<file path="src/rtl/clk_src_div_pkg.sv">
package clk_src_div_pkg;
  typedef enum logic [1:0] {
    PD_NEVER  = 2'b00,
    PD_ALWAYS = 2'b01,
    PD_PIN    = 2'b10,
    PD_FABRIC = 2'b11
  } pd_src_e;

  localparam int unsigned DIV_LO  = 4;
  localparam int unsigned DIV_MID = 8;
  localparam int unsigned DIV_HI  = 12;
  localparam int unsigned DIV_ADC = 64;
  localparam int unsigned N_CONS  = 3;
endpackage

</file>
<file path="src/rtl/clk_src_mux.sv">
module clk_src_mux (
  input  logic clk_i,
  input  logic rst_ni,
  input  logic ring_tick_i,
  input  logic ext_tick_i,
  input  logic fast_en_i,
  input  logic fast_sel_i,
  output logic fast_tick_o,
  output logic sel_chg_o
);
  logic [1:0] sel_q;

  always_ff @(posedge clk_i or negedge rst_ni) begin
    if (!rst_ni) sel_q <= 2'b00;
    else         sel_q <= {fast_en_i, fast_sel_i};
  end

  assign sel_chg_o   = (sel_q != {fast_en_i, fast_sel_i});
  assign fast_tick_o = fast_en_i & (fast_sel_i ? ring_tick_i : ext_tick_i);
endmodule

</file>
<file path="src/rtl/pd_select.sv">
module pd_select
  import clk_src_div_pkg::*;
(
  input  logic [1:0] pd_src_i,
  input  logic       pd_pin_i,
  input  logic       pd_fab_i,
  output logic       pd_o
);
  always_comb begin
    unique case (pd_src_e'(pd_src_i))
      PD_NEVER:  pd_o = 1'b0;
      PD_ALWAYS: pd_o = 1'b1;
      PD_PIN:    pd_o = pd_pin_i;
      PD_FABRIC: pd_o = pd_fab_i;
      default:   pd_o = 1'b1;
    endcase
  end
endmodule

</file>
<file path="src/rtl/tick_div.sv">
module tick_div #(
  parameter int unsigned N = 4
) (
  input  logic clk_i,
  input  logic rst_ni,
  input  logic clr_i,
  input  logic tick_i,
  output logic hit_o
);
  localparam int unsigned W    = (N > 1) ? $clog2(N) : 1;
  localparam bit          POW2 = ((N & (N - 1)) == 0);
  localparam logic [W-1:0] LAST = W'(N - 1);

  logic [W-1:0] cnt_q;
  logic         at_last;

  assign at_last = (cnt_q == LAST);

  generate
    if (POW2) begin : g_pow2
      // natural wrap of a W-bit counter
      always_ff @(posedge clk_i or negedge rst_ni) begin
        if (!rst_ni)     cnt_q <= '0;
        else if (clr_i)  cnt_q <= '0;
        else if (tick_i) cnt_q <= cnt_q + 1'b1;
      end
    end else begin : g_mod
      always_ff @(posedge clk_i or negedge rst_ni) begin
        if (!rst_ni)     cnt_q <= '0;
        else if (clr_i)  cnt_q <= '0;
        else if (tick_i) cnt_q <= at_last ? '0 : cnt_q + 1'b1;
      end
    end
  endgenerate

  assign hit_o = tick_i & at_last & ~clr_i;
endmodule

</file>
<file path="src/rtl/clk_src_div.sv">
module clk_src_div
  import clk_src_div_pkg::*;
#(
  parameter int unsigned DIV_A = DIV_LO,
  parameter int unsigned DIV_B = DIV_MID,
  parameter int unsigned DIV_C = DIV_HI,
  parameter int unsigned DIV_X = DIV_ADC
) (
  input  logic        clk_i,
  input  logic        rst_ni,
  input  logic        rc_tick_i,
  input  logic        ring_tick_i,
  input  logic        ext_tick_i,
  input  logic        fast_en_i,
  input  logic        fast_sel_i,
  input  logic [1:0]  pd_src_i,
  input  logic        pd_pin_i,
  input  logic        pd_fab_i,
  input  logic        div_gate_i,
  input  logic        use_div4_i,
  input  logic        use_div12_i,
  output logic        adc_en_o,
  output logic [N_CONS-1:0] pwm_en_o,
  output logic [N_CONS-1:0] cnt_en_o,
  output logic [1:0]  fab_en_o
);
  localparam int unsigned NDIV = N_CONS + 1;
  localparam int unsigned DIVS [NDIV] = '{DIV_A, DIV_B, DIV_C, DIV_X};

  logic            fast_tick, sel_chg, pd, clr;
  logic [NDIV-1:0] hit;
  logic [1:0]      fab_pass;

  clk_src_mux u_mux (
    .clk_i       (clk_i),
    .rst_ni      (rst_ni),
    .ring_tick_i (ring_tick_i),
    .ext_tick_i  (ext_tick_i),
    .fast_en_i   (fast_en_i),
    .fast_sel_i  (fast_sel_i),
    .fast_tick_o (fast_tick),
    .sel_chg_o   (sel_chg)
  );

  pd_select u_pd (
    .pd_src_i (pd_src_i),
    .pd_pin_i (pd_pin_i),
    .pd_fab_i (pd_fab_i),
    .pd_o     (pd)
  );

  assign clr = pd | sel_chg;

  for (genvar g = 0; g < NDIV; g++) begin : g_div
    tick_div #(.N(DIVS[g])) u_div (
      .clk_i  (clk_i),
      .rst_ni (rst_ni),
      .clr_i  (clr),
      .tick_i (fast_tick),
      .hit_o  (hit[g])
    );
  end

  // fabric gating: pass when ungated or still used internally
  assign fab_pass[0] = ~div_gate_i | use_div4_i;
  assign fab_pass[1] = ~div_gate_i | use_div12_i;

  always_ff @(posedge clk_i or negedge rst_ni) begin
    if (!rst_ni) begin
      adc_en_o <= 1'b0;
      pwm_en_o <= '0;
      cnt_en_o <= '0;
      fab_en_o <= '0;
    end else if (clr) begin
      adc_en_o <= 1'b0;
      pwm_en_o <= '0;
      cnt_en_o <= '0;
      fab_en_o <= '0;
    end else if (fast_en_i) begin
      adc_en_o <= hit[N_CONS];
      pwm_en_o <= hit[N_CONS-1:0];
      cnt_en_o <= hit[N_CONS-1:0];
      fab_en_o <= {hit[2] & fab_pass[1], hit[0] & fab_pass[0]};
    end else begin
      adc_en_o <= 1'b0;
      pwm_en_o <= '0;
      cnt_en_o <= {N_CONS{rc_tick_i}};
      fab_en_o <= {2{rc_tick_i}};
    end
  end
endmodule

</file>
<file path="config.mk">
export PLATFORM = sky130hd
export DESIGN_NAME = clk_src_div
export DESIGN_NICKNAME = d
export VERILOG_FILES = /design/src/rtl/clk_src_div_pkg.sv /design/src/rtl/clk_src_mux.sv /design/src/rtl/pd_select.sv /design/src/rtl/tick_div.sv /design/src/rtl/clk_src_div.sv
export SDC_FILE = /design/constraint.sdc
export NUM_CORES = 1
export LEC_CHECK = 0
export BUFFER_PORTS_ARGS = -buffer_cell sky130_fd_sc_hd__buf_4
export CORE_MARGIN = 1
export CORE_UTILIZATION = 52
export CTS_CLUSTER_DIAMETER = 200
export DETAILED_ROUTE_END_ITERATION = 8
export PLACE_DENSITY = 0.77
export SLEW_MARGIN = 15
export SYNTH_ARGS = -nofsm -noshare
export SYNTH_HDL_FRONTEND = slang
export SYNTH_HIERARCHICAL = 1
export SYNTH_SLANG_ARGS = --single-unit
</file>
<file path="constraint.sdc">
create_clock -name clk_i -period 2.6 [get_ports clk_i]
set_clock_uncertainty 0.1 [all_clocks]
set_input_delay 0.52 -clock clk_i [delete_from_list [all_inputs] [get_ports clk_i]]
set_output_delay 0.52 -clock clk_i [all_outputs]
set_load 0.02 [all_outputs]
</file>
# Word level (Yosys, flattened, before mapping)
# Cells that the tools add are included.
[totals] regBits=26 input_bits=14 output_inout_bits=9 wordCells=58
[op_classes] add_sub_neg=4 eq_ne=8 mux=19 n_bitwise=16 reduce_logical=2
[op_table] cell="$mux 3" count=6
[op_table] cell="$mux 4" count=3
[op_table] cell="$mux 6" count=2
[op_table] cell="$and 1x1->1" count=11
[op_table] cell="$mux 2" count=4
[op_table] cell="$add 6x1->6 const B" count=1
[op_table] cell="$eq 2x2->1 const B" count=3
[op_table] cell="$eq 6x6->1 const B" count=1
[op_table] cell="$add 4x1->4 const B" count=1
[op_table] cell="$eq 4x4->1 const B" count=1
[op_table] cell="$pmux 1 s4" count=1
[op_table] cell="$add 3x1->3 const B" count=1
[op_table] cell="$eq 3x3->1 const B" count=1
[op_table] cell="$mux 1" count=3
[op_table] cell="$or 1x1->1" count=3
[op_table] cell="$add 2x1->2 const B" count=1
[op_table] cell="$eq 2x1->1 const B" count=1
[op_table] cell="$logic_not 2->1" count=1
[op_table] cell="$ne 2x2->1" count=1
[op_table] cell="$not 1->1" count=2
[op_table] cell="$reduce_bool 2->1" count=1

# Longest topological paths before layout
# Gate-level depths: netlist (run 1).
[logic_depth] depth_word=8 mapped_depth=8 ltp_nobuf=8

# Modules after synthesis
# The synthesis (run 1) kept the hierarchy.
[modules_own_cells] mod="clk_src_div" n_inst=1 cells_each=27 area_each_um2=316.6 seq_area_each_um2=225.2
[modules_own_cells] mod="tick_div (g_div[3].u_div)" n_inst=1 cells_each=28 area_each_um2=282.8 seq_area_each_um2=150.1
[modules_own_cells] mod="tick_div (g_div[2].u_div)" n_inst=1 cells_each=22 area_each_um2=225.2 seq_area_each_um2=100.1
[modules_own_cells] mod="tick_div (g_div[1].u_div)" n_inst=1 cells_each=13 area_each_um2=147.6 seq_area_each_um2=75.1
[modules_own_cells] mod="tick_div (g_div[0].u_div)" n_inst=1 cells_each=9 area_each_um2=96.3 seq_area_each_um2=50.0
[modules_own_cells] mod="clk_src_mux" n_inst=1 cells_each=7 area_each_um2=87.6 seq_area_each_um2=50.0
[modules_own_cells] mod="pd_select" n_inst=1 cells_each=3 area_each_um2=15.0 seq_area_each_um2=0.0

# Least setup slack after synthesis (run 1)
# Ideal clock, no wire load.
[synth_path] path_type="input to register" start="input port fast_sel_i" end="register g_div[3].u_div.cnt_q[5]" setup_ps=83 t_arrival_ps=2150 required_time_ps=2417 path_slack_ps=267 stages=6 path_buffers=1 path_cell_list="mux2i_1 -> nor2b_1 -> buf_2 -> nand4_1 -> or3_1 -> a21oi_1"
[synth_between] elab_chain_cells=3 word_cells_on_any_way=6 classes_between="eq/ne: 1; mux: 2; bitwise: 2; reduce/logical: 1"
[synth_rtl] item="from (decl)" line_no="clk_src_div.sv:15" source="input logic fast_sel_i,"
[synth_rtl] item="$mux 1" line_no="clk_src_mux.sv:19" source="assign fast_tick_o = fast_en_i & (fast_sel_i ? ring_tick_i : ext_tick_i);"
[synth_rtl] item="$and 1x1->1" line_no="clk_src_mux.sv:19"
[synth_rtl] item="via fast_tick" line_no="clk_src_div.sv:30" source="logic fast_tick, sel_chg, pd, clr;"
[synth_rtl] item="$reduce_bool 2->1 (no line)"
[synth_rtl] item="to (signal assigned)" line_no="tick_div.sv:25" source="else if (tick_i) cnt_q <= cnt_q + 1'b1;"
[synth_rtl] item="to (decl)" line_no="tick_div.sv:14" source="logic [W-1:0] cnt_q;"
# The timed path passes the listed nets, and every way through them passes these cells.
# A chain may end at the register's enable or synchronous reset.

# Worst setup path after layout (run 1)
[layout_path] start="input port fast_sel_i" end="register fab_en_o[1]"
[layout_between] elab_chain_cells=7 word_cells_on_any_way=10 classes_between="eq/ne: 1; mux: 3; bitwise: 6"
[layout_rtl] item="$mux 1" line_no="clk_src_mux.sv:19"
[layout_rtl] item="$and 1x1->1" line_no="clk_src_mux.sv:19"
[layout_rtl] item="via fast_tick" line_no="clk_src_div.sv:30"
[layout_rtl] item="$and 1x1->1 (2 in a row)" line_no="tick_div.sv:36" source="assign hit_o = tick_i & at_last & ~clr_i;"
[layout_rtl] item="via hit[2]" line_no="clk_src_div.sv:31" source="logic [NDIV-1:0] hit;"
[layout_rtl] item="$and 1x1->1" line_no="clk_src_div.sv:83" source="fab_en_o <= {hit[2] & fab_pass[1], hit[0] & fab_pass[0]};"
[layout_rtl] item="$mux 2" line_no="clk_src_div.sv:79" source="end else if (fast_en_i) begin"
[layout_rtl] item="$mux 2" line_no="clk_src_div.sv:74" source="end else if (clr) begin"
[layout_rtl] item="to (signal assigned)" line_no="clk_src_div.sv:83"
[layout_rtl] item="to (signal assigned)" line_no="clk_src_div.sv:88" source="fab_en_o <= {2{rc_tick_i}};"
[layout_rtl] item="to (decl)" line_no="clk_src_div.sv:25" source="output logic [1:0] fab_en_o"
# The timed path passes the listed nets, and every way through them passes these cells.

==> reports/metrics.cfg, run 1 <==
[setup_path]
r2r_slack_ns=0.79
r2r_cells=9
crit_buf_inv=1
worst_path_largest_cell_delay_ns=0.35
startpoint_type=input port
worst-path-stages=8
critPathMaxFanout=7
path_class=input port to flip-flop
worstSetupEndpoint=fab_en_o[1]$_DFF_PN0_
slowest_stage=nor2b_1
critPathTopFamily=simple AND/OR/NAND/NOR gates
worstPathCellList=buf_4 -> mux2i_1 -> nor2b_1 -> nand2_1 -> nor4b_2 -> nand2_1 -> o21bai_1 -> a21oi_1
critPathRequiredTime_ns=2.75
endpoint_kind=flip-flop
cpMostUsedCell=nand2_1
arrival_ns=2.01
r2r-start=u_mux/sel_q[0]$_DFF_PN0_
startpoint=fast_sel_i
r2r_end=fab_en_o[0]$_DFF_PN0_

[die]
design.die.area_um2=2446
rows=16
die_x_um=49.46
io_pins=23
fp.dieH_um=49.46
initial_core_util_pct=57.35
core_area_um2=2042

[timing]
worstMarginPinSlew_ns=0.4203
fmax_mhz=538.1
hold_viol_final=0
setup_viol=0
fin_crit_ns=1.858
relSlewSlack_pct=71.92
maxSlewViolCount=0
fin_crit_sh_pct=71.48
setup_tns_ns=0
rsz0062_at_grt=no

[route]
via_count=869
post_drt_wl_per_cell_um=12.48
drt_iter0_drc=10
ant_nets=0
vias_per_cell=5.235
wirelength_um=2071
post-route-drc-count=0
dr.pass1.iters=4

[layout]
syn_to_final_growth_pct=24.47
nets=159
antenna_cells=0
drive_gt1_share_pct=22.30
stdcell_count=166

[yosys]
synth_top_family_by_area=simple AND/OR/NAND/NOR gates
synth.area.mux_share_pct=5.983
ys_top_cells_by_count=26 x dfrtp_1, 17 x nor2_1, 11 x nand2_1
synth_warnings=6
yosys_register_bits=26
synth_top_area_share_pct=55.56
synth.most_common_cell=dfrtp_1
synth.yosys.seq_area_share_pct=55.56
synth_compound_area_share_pct=7.585
synth_edf_count=0
yosys_most_used_dff=dfrtp_1
synthTopCellsByArea=dfrtp_1 56%, mux2i_1 6.0%, nor2_1 5.4%
ys_async_sr_fraction_pct=100.0
yosysUniqueCellTypes=24
yosys.area.top_type=dfrtp_1
synth-simple-area-share_pct=18.16
syn-num-nets=128
syn_inst=109
synth-xor-area-share_pct=5.983
syn-cell-area_um2=1171
synth_area_per_cell_um2=10.74
yosys.area_share.adder_pct=5.342

[clock_network]
cts_resized=0
cts-root-buf=clkbuf_4
htree_levels=1
cts_sinks=26
clk_latency_ns=0.32
cts_setup_buffers=0
cts_buffers=3
clk_pin_slew_worst_paths_ns=0.14
clockBufferDepth=2
tritoncts=yes

[placed_design]
io_buffers=22
gp_congestion=0.7223
hpwl_um=1502
dp_cells=161

[pwr]
p_total_w=0.0007545
leakage_nw=0.7075
powerDensity_nw_per_um2=517.6
max-vdd-ir-drop_mv=0.3695

[global_route]
track_usage_pct=19.89
grt_start_max_net_pins=27
grt_pass1_wl_um=3670
grt.overflow.total=0
grt_pass1_vias=823
antenna_found_initial=0

[min_path]
hp-class=input port to flip-flop

[run_status]
status=finished, final reports clean

[run]
cap_violations=0

-- metrics by stage --
step / setup slack (ns) / util [%] / hold WS (ns) / instance area, um2
after floorplan: 0.2669 / - / 0.1244 / 1171
after global placement: 0.4772 / 68.32 / 0.3388 / 1395
after detailed placement: 0.4136 / 68.32 / 0.3425 / 1395
after CTS: 0.7635 / 71.38 / 0.2196 / 1458
after global routing: 0.5996 / 71.38 / 0.2125 / 1458
final: 0.7416 / 71.38 / 0.2339 / 1458
-- metal layers --
metal	track usage [%]	vias up	share of wire, %
met3	3.395	2	4.7
met2	32.19	18	49
met5	0	-	0
met4	8.571	0	0.68
li1	-	432	-
met1	26.45	417	45
-- cell families after synthesis --
| logic type | Yosys count |
|---|---|
| flops | 26 |
| mux | 7 |
| simple gates | 43 |
| xor+xnor | 8 |
| compound gates | 16 |
| buf+inv | 4 |
| fa+ha+maj | 5 |
-- state kept, by name, indices dropped and copies added (netlist names) --
register           count
pwm_en_o               3
cnt_en_o               3
adc_en_o               1
fab_en_o               2
u_mux/sel_q            2
g_div.u_div/cnt_q     15
-- timing repair --
item                                    in CTS  in global routing
endpoints found under the hold margin       26                  0
endpoints found under the setup margin       0                  0
hold buffers                                 1                  0
-- cell type report --
cell class / instances / area (um2)
flip-flops and latches: 26 / 650.6
clock buffers: 3 / 22.52
clock inverters: 1 / 30.03
inverters: 3 / 11.26
well taps: 27 / 33.78
repair buffers: 27 / 205.2
multi-input cells: 79 / 504.2
fillers: 162 / 584.3
-- worst reg2reg max path, stage by stage, from the launching register on --
cell	delay, ns
dfrtp_1	0.40
xnor2_1	0.15
nand2_1	0.07
nor2_1	0.19
inv_1	0.10
buf_4	0.22
nor2_1	0.14
nand2_1	0.08
o21bai_1	0.15
a21oi_1	0.15
-- placed cells by master (no fill, tap or decap), types with 2 or more instances in the layout --
| cell type | synthesis | layout |
|---|---|---|
| dfrtp_1 | 26 | 26 |
| buf_4 | 0 | 26 |
| nor2_1 | 17 | 17 |
| nand2_1 | 11 | 11 |
| a21oi_1 | 9 | 9 |
| mux2i_1 | 7 | 7 |
| xnor2_1 | 5 | 5 |
| ha_1 | 5 | 5 |
| inv_1 | 3 | 3 |
| and3_1 | 3 | 3 |
| clkbuf_4 | 0 | 3 |
| nand4_1 | 3 | 3 |
| xor2_1 | 3 | 3 |
| nand2b_1 | 2 | 2 |
| o21bai_1 | 2 | 2 |
| o21ai_0 | 2 | 2 |
| nand3b_1 | 2 | 2 |
-- worst min-delay path by stage --
| stage | startpoint | slack (ns) | to | cells past startpoint |
|---|---|---|---|---|
| after global placement | rst_ni | 0.34 | u_mux/sel_q[0]$_DFF_PN0_ | 1 |
| after floorplan | rst_ni | 0.12 | adc_en_o$_DFF_PN0_ | 0 |
| after detailed placement | rst_ni | 0.34 | u_mux/sel_q[0]$_DFF_PN0_ | 1 |
| after CTS | fast_sel_i | 0.22 | u_mux/sel_q[0]$_DFF_PN0_ | 1 |
| after global routing | fast_sel_i | 0.21 | u_mux/sel_q[0]$_DFF_PN0_ | 1 |
| final | fast_sel_i | 0.23 | u_mux/sel_q[0]$_DFF_PN0_ | 1 |
-- report_power, final --
group | leakage, nW | internal [W] | switching, W
sequential | 0.358 | 0.000409 | 0.00000274
combinational | 0.322 | 0.0000327 | 0.0000379
clock | 0.0279 | 0.000156 | 0.000116
total | 0.707 | 0.000598 | 0.000157
(Power assumes the default switching activity.)
==> run 2: changes to the inputs <==
--- a/config.mk
+++ b/config.mk
@@ -7,10 +7,10 @@
 export LEC_CHECK = 0
 export BUFFER_PORTS_ARGS = -buffer_cell sky130_fd_sc_hd__buf_4
 export CORE_MARGIN = 1
-export CORE_UTILIZATION = 52
+export CORE_UTILIZATION = 48
 export CTS_CLUSTER_DIAMETER = 200
 export DETAILED_ROUTE_END_ITERATION = 8
-export PLACE_DENSITY = 0.77
+export PLACE_DENSITY = 0.75
 export SLEW_MARGIN = 15
 export SYNTH_ARGS = -nofsm -noshare
 export SYNTH_HDL_FRONTEND = slang
==> constraint.sdc (replaced) <==
create_clock -name clk_i -period 1.56 [get_ports clk_i]
set_clock_uncertainty 0.1 [all_clocks]
set_input_delay 0.312 -clock clk_i [delete_from_list [all_inputs] [get_ports clk_i]]
set_output_delay 0.312 -clock clk_i [all_outputs]
set_load 0.02 [all_outputs]
==> run 2 against run 1 <==
The flow now finishes with violations (setup timing). Critical endpoint unchanged. Setup slack worse by 0.77 ns. Sequential power rose by 67%. Critical path depth unchanged. Via count grew 0.58%. Largest cell class unchanged. Wire length is 7.0% higher. Combinational power is 130% higher.
==> reports/metrics.cfg, run 2 (same netlist as run 1, synthesis figures left out) <==
[clock_network]
tritoncts=yes
cts_sinks=26
cts-root-buf=clkbuf_4
clk_latency_ns=0.32
htree_levels=1
cts_buffers=3
clk_pin_slew_worst_paths_ns=0.12
clockBufferDepth=2

[timing]
setup_tns_ns=-0.05296
holdWs_ns=0.02448
maxSlewViolCount=0
fin_crit_sh_pct=102.1
hold_viol_final=0
fmax_mhz=628.1
setup_viol=3
setup_ws_ns=-0.03198
fin_crit_ns=1.592
rsz0062_at_grt=yes
relSlewSlack_pct=78.76
worstMarginPinSlew_ns=0.3186

[layout]
antenna_cells=0
final_cell_mix=32 x buf_4, 26 x dfrtp_1, 13 x nor2_1, 9 x nand2_1, 7 x a21oi_1
final_common_cell=buf_4
reg_top3=g_div.u_div/cnt_q x15, cnt_en_o x3, pwm_en_o x3
largest_reg_flops=15
drive_gt1_share_pct=34.93
largest-register=g_div.u_div/cnt_q
num-fill-cells=166
nets=167
syn_to_final_growth_pct=33.76

[route]
post_drt_wl_per_cell_um=12.74
wirelength_um=2217
via_count=874
drt_iter0_drc=5
post-route-drc-count=0
vias_per_cell=5.023
ant_nets=0
dr.pass1.iters=3

[run_status]
violations=setup timing
status=finished with violations

[setup_path]
startpoint_type=flip-flop
critPathMaxFanout=4
arrival_ns=1.75
endpoint_kind=flip-flop
path_class=flip-flop to flip-flop
critPathRequiredTime_ns=1.72

[min_path]
hp-class=input port to flip-flop

[pwr]
leakage_nw=0.7439
max-vdd-ir-drop_mv=0.6243
switching_share_pct=24.13
internal-power_w=0.0008506
clkPwrFrac_pct=24.5
combPwrFrac_pct=14.2
seqPwrFrac_pct=61.3
switchingPower_w=0.0002705
powerDensity_nw_per_um2=715.7

[die]
die_x_um=51.40
initial_core_util_pct=51.94
fp.dieH_um=51.40
core_area_um2=2255
design.die.area_um2=2641
io_pins=23
rows=17

[global_route]
antenna_found_initial=0
grt.overflow.total=0
grt_pass1_wl_um=3753
grt_pass1_vias=858
grt_start_max_net_pins=27
track_usage_pct=19.65

[placed_design]
hpwl_um=1575
gp_congestion=0.7414
io_buffers=22

[run]
cap_violations=0

-- run 2: changes by cell type in the layout (fill, tap and decap cells not counted), sizes merged --
cell    previous run  this run
bufinv             1         0
buf               26        34
-- run 2: final timing paths --
| check | from | endpoint | slack [ns] | depth (start not counted) |
|---|---|---|---|---|
| max | u_mux/sel_q[0]$_DFF_PN0_ | fab_en_o[1]$_DFF_PN0_ | -0.03 | 8 |
| min | fast_sel_i | u_mux/sel_q[0]$_DFF_PN0_ | 0.02 | 1 |
| max reg2reg | u_mux/sel_q[0]$_DFF_PN0_ | fab_en_o[1]$_DFF_PN0_ | -0.03 | 8 |
| min reg2reg | g_div[1].u_div/cnt_q[2]$_DFFE_PN0P_ | g_div[1].u_div/cnt_q[2]$_DFFE_PN0P_ | 0.45 | 2 |
| max in group asynchronous | rst_ni | g_div[3].u_div/cnt_q[4]$_DFFE_PN0P_ | 0.81 | 2 |
| min in group asynchronous | rst_ni | pwm_en_o[2]$_DFF_PN0_ | 0.32 | 2 |
-- run 2: what timing repair did --
| item | CTS | global route |
|---|---|---|
| hold buffers | 1 | 0 |
| gates resized for setup | 5 | 7 |
| hold endpoints to repair | 26 | 0 |
| setup endpoints to repair | 4 | 15 |
| pin swaps | 11 | 6 |
| buffers inserted | 1 | 0 |
-- run 2: final cells by class --
type                    instances  area (um2)  area share [%]
multi-input cells              79       569.3           36.34
well taps                      28       35.03           2.236
flip-flops and latches         26       650.6           41.53
inverters                       3       16.27           1.038
repair buffers                 35       272.8           17.41
clock buffers                   3       22.52           1.438
-- run 2: per-stage QoR --
stage / setup slack [ns] / total power, W / util [%] / area, um2 / cells
2_1_floorplan: -0.05139 / 0.0007634 / - / 1204 / 109
3_3_place_gp: -0.1114 / 0.0008392 / 65.43 / 1475 / 169
3_5_place_dp: -0.1989 / 0.0008437 / 65.43 / 1475 / 169
4_1_cts: -0.07886 / 0.001126 / 68.26 / 1539 / 174
5_1_grt: -0.1689 / 0.001171 / 69.48 / 1567 / 174
6_report: -0.03198 / 0.001121 / 69.48 / 1567 / 174
-- run 2: critical path, cell delays in order (launching register included) --
cell	delay [ns]
dfrtp_1	0.40
xnor2_1	0.17
nand2_2	0.09
nor2_4	0.13
inv_6	0.05
nor4b_4	0.22
nand2_1	0.10
o21bai_1	0.15
a21oi_1	0.11
-- run 2: metal layers --
metal | vias up | wire, um | GRT usage, %
met1 | 401 | 998 | 23.03
met4 | 0 | 58 | 10.81
met3 | 6 | 101 | 5.655
met2 | 20 | 1059 | 32.03
li1 | 447 | - | -
met5 | - | 0 | 0
-- run 2: power by group through the flow --
stage          clock (W)  sequential (W)  combinational, W
3_5_place_dp           0        0.000700          0.000144
6_report        0.000275        0.000687          0.000159
2_1_floorplan          0        0.000703         0.0000601
5_1_grt         0.000308        0.000689          0.000174
4_1_cts         0.000286        0.000687          0.000153
3_3_place_gp           0        0.000700          0.000139
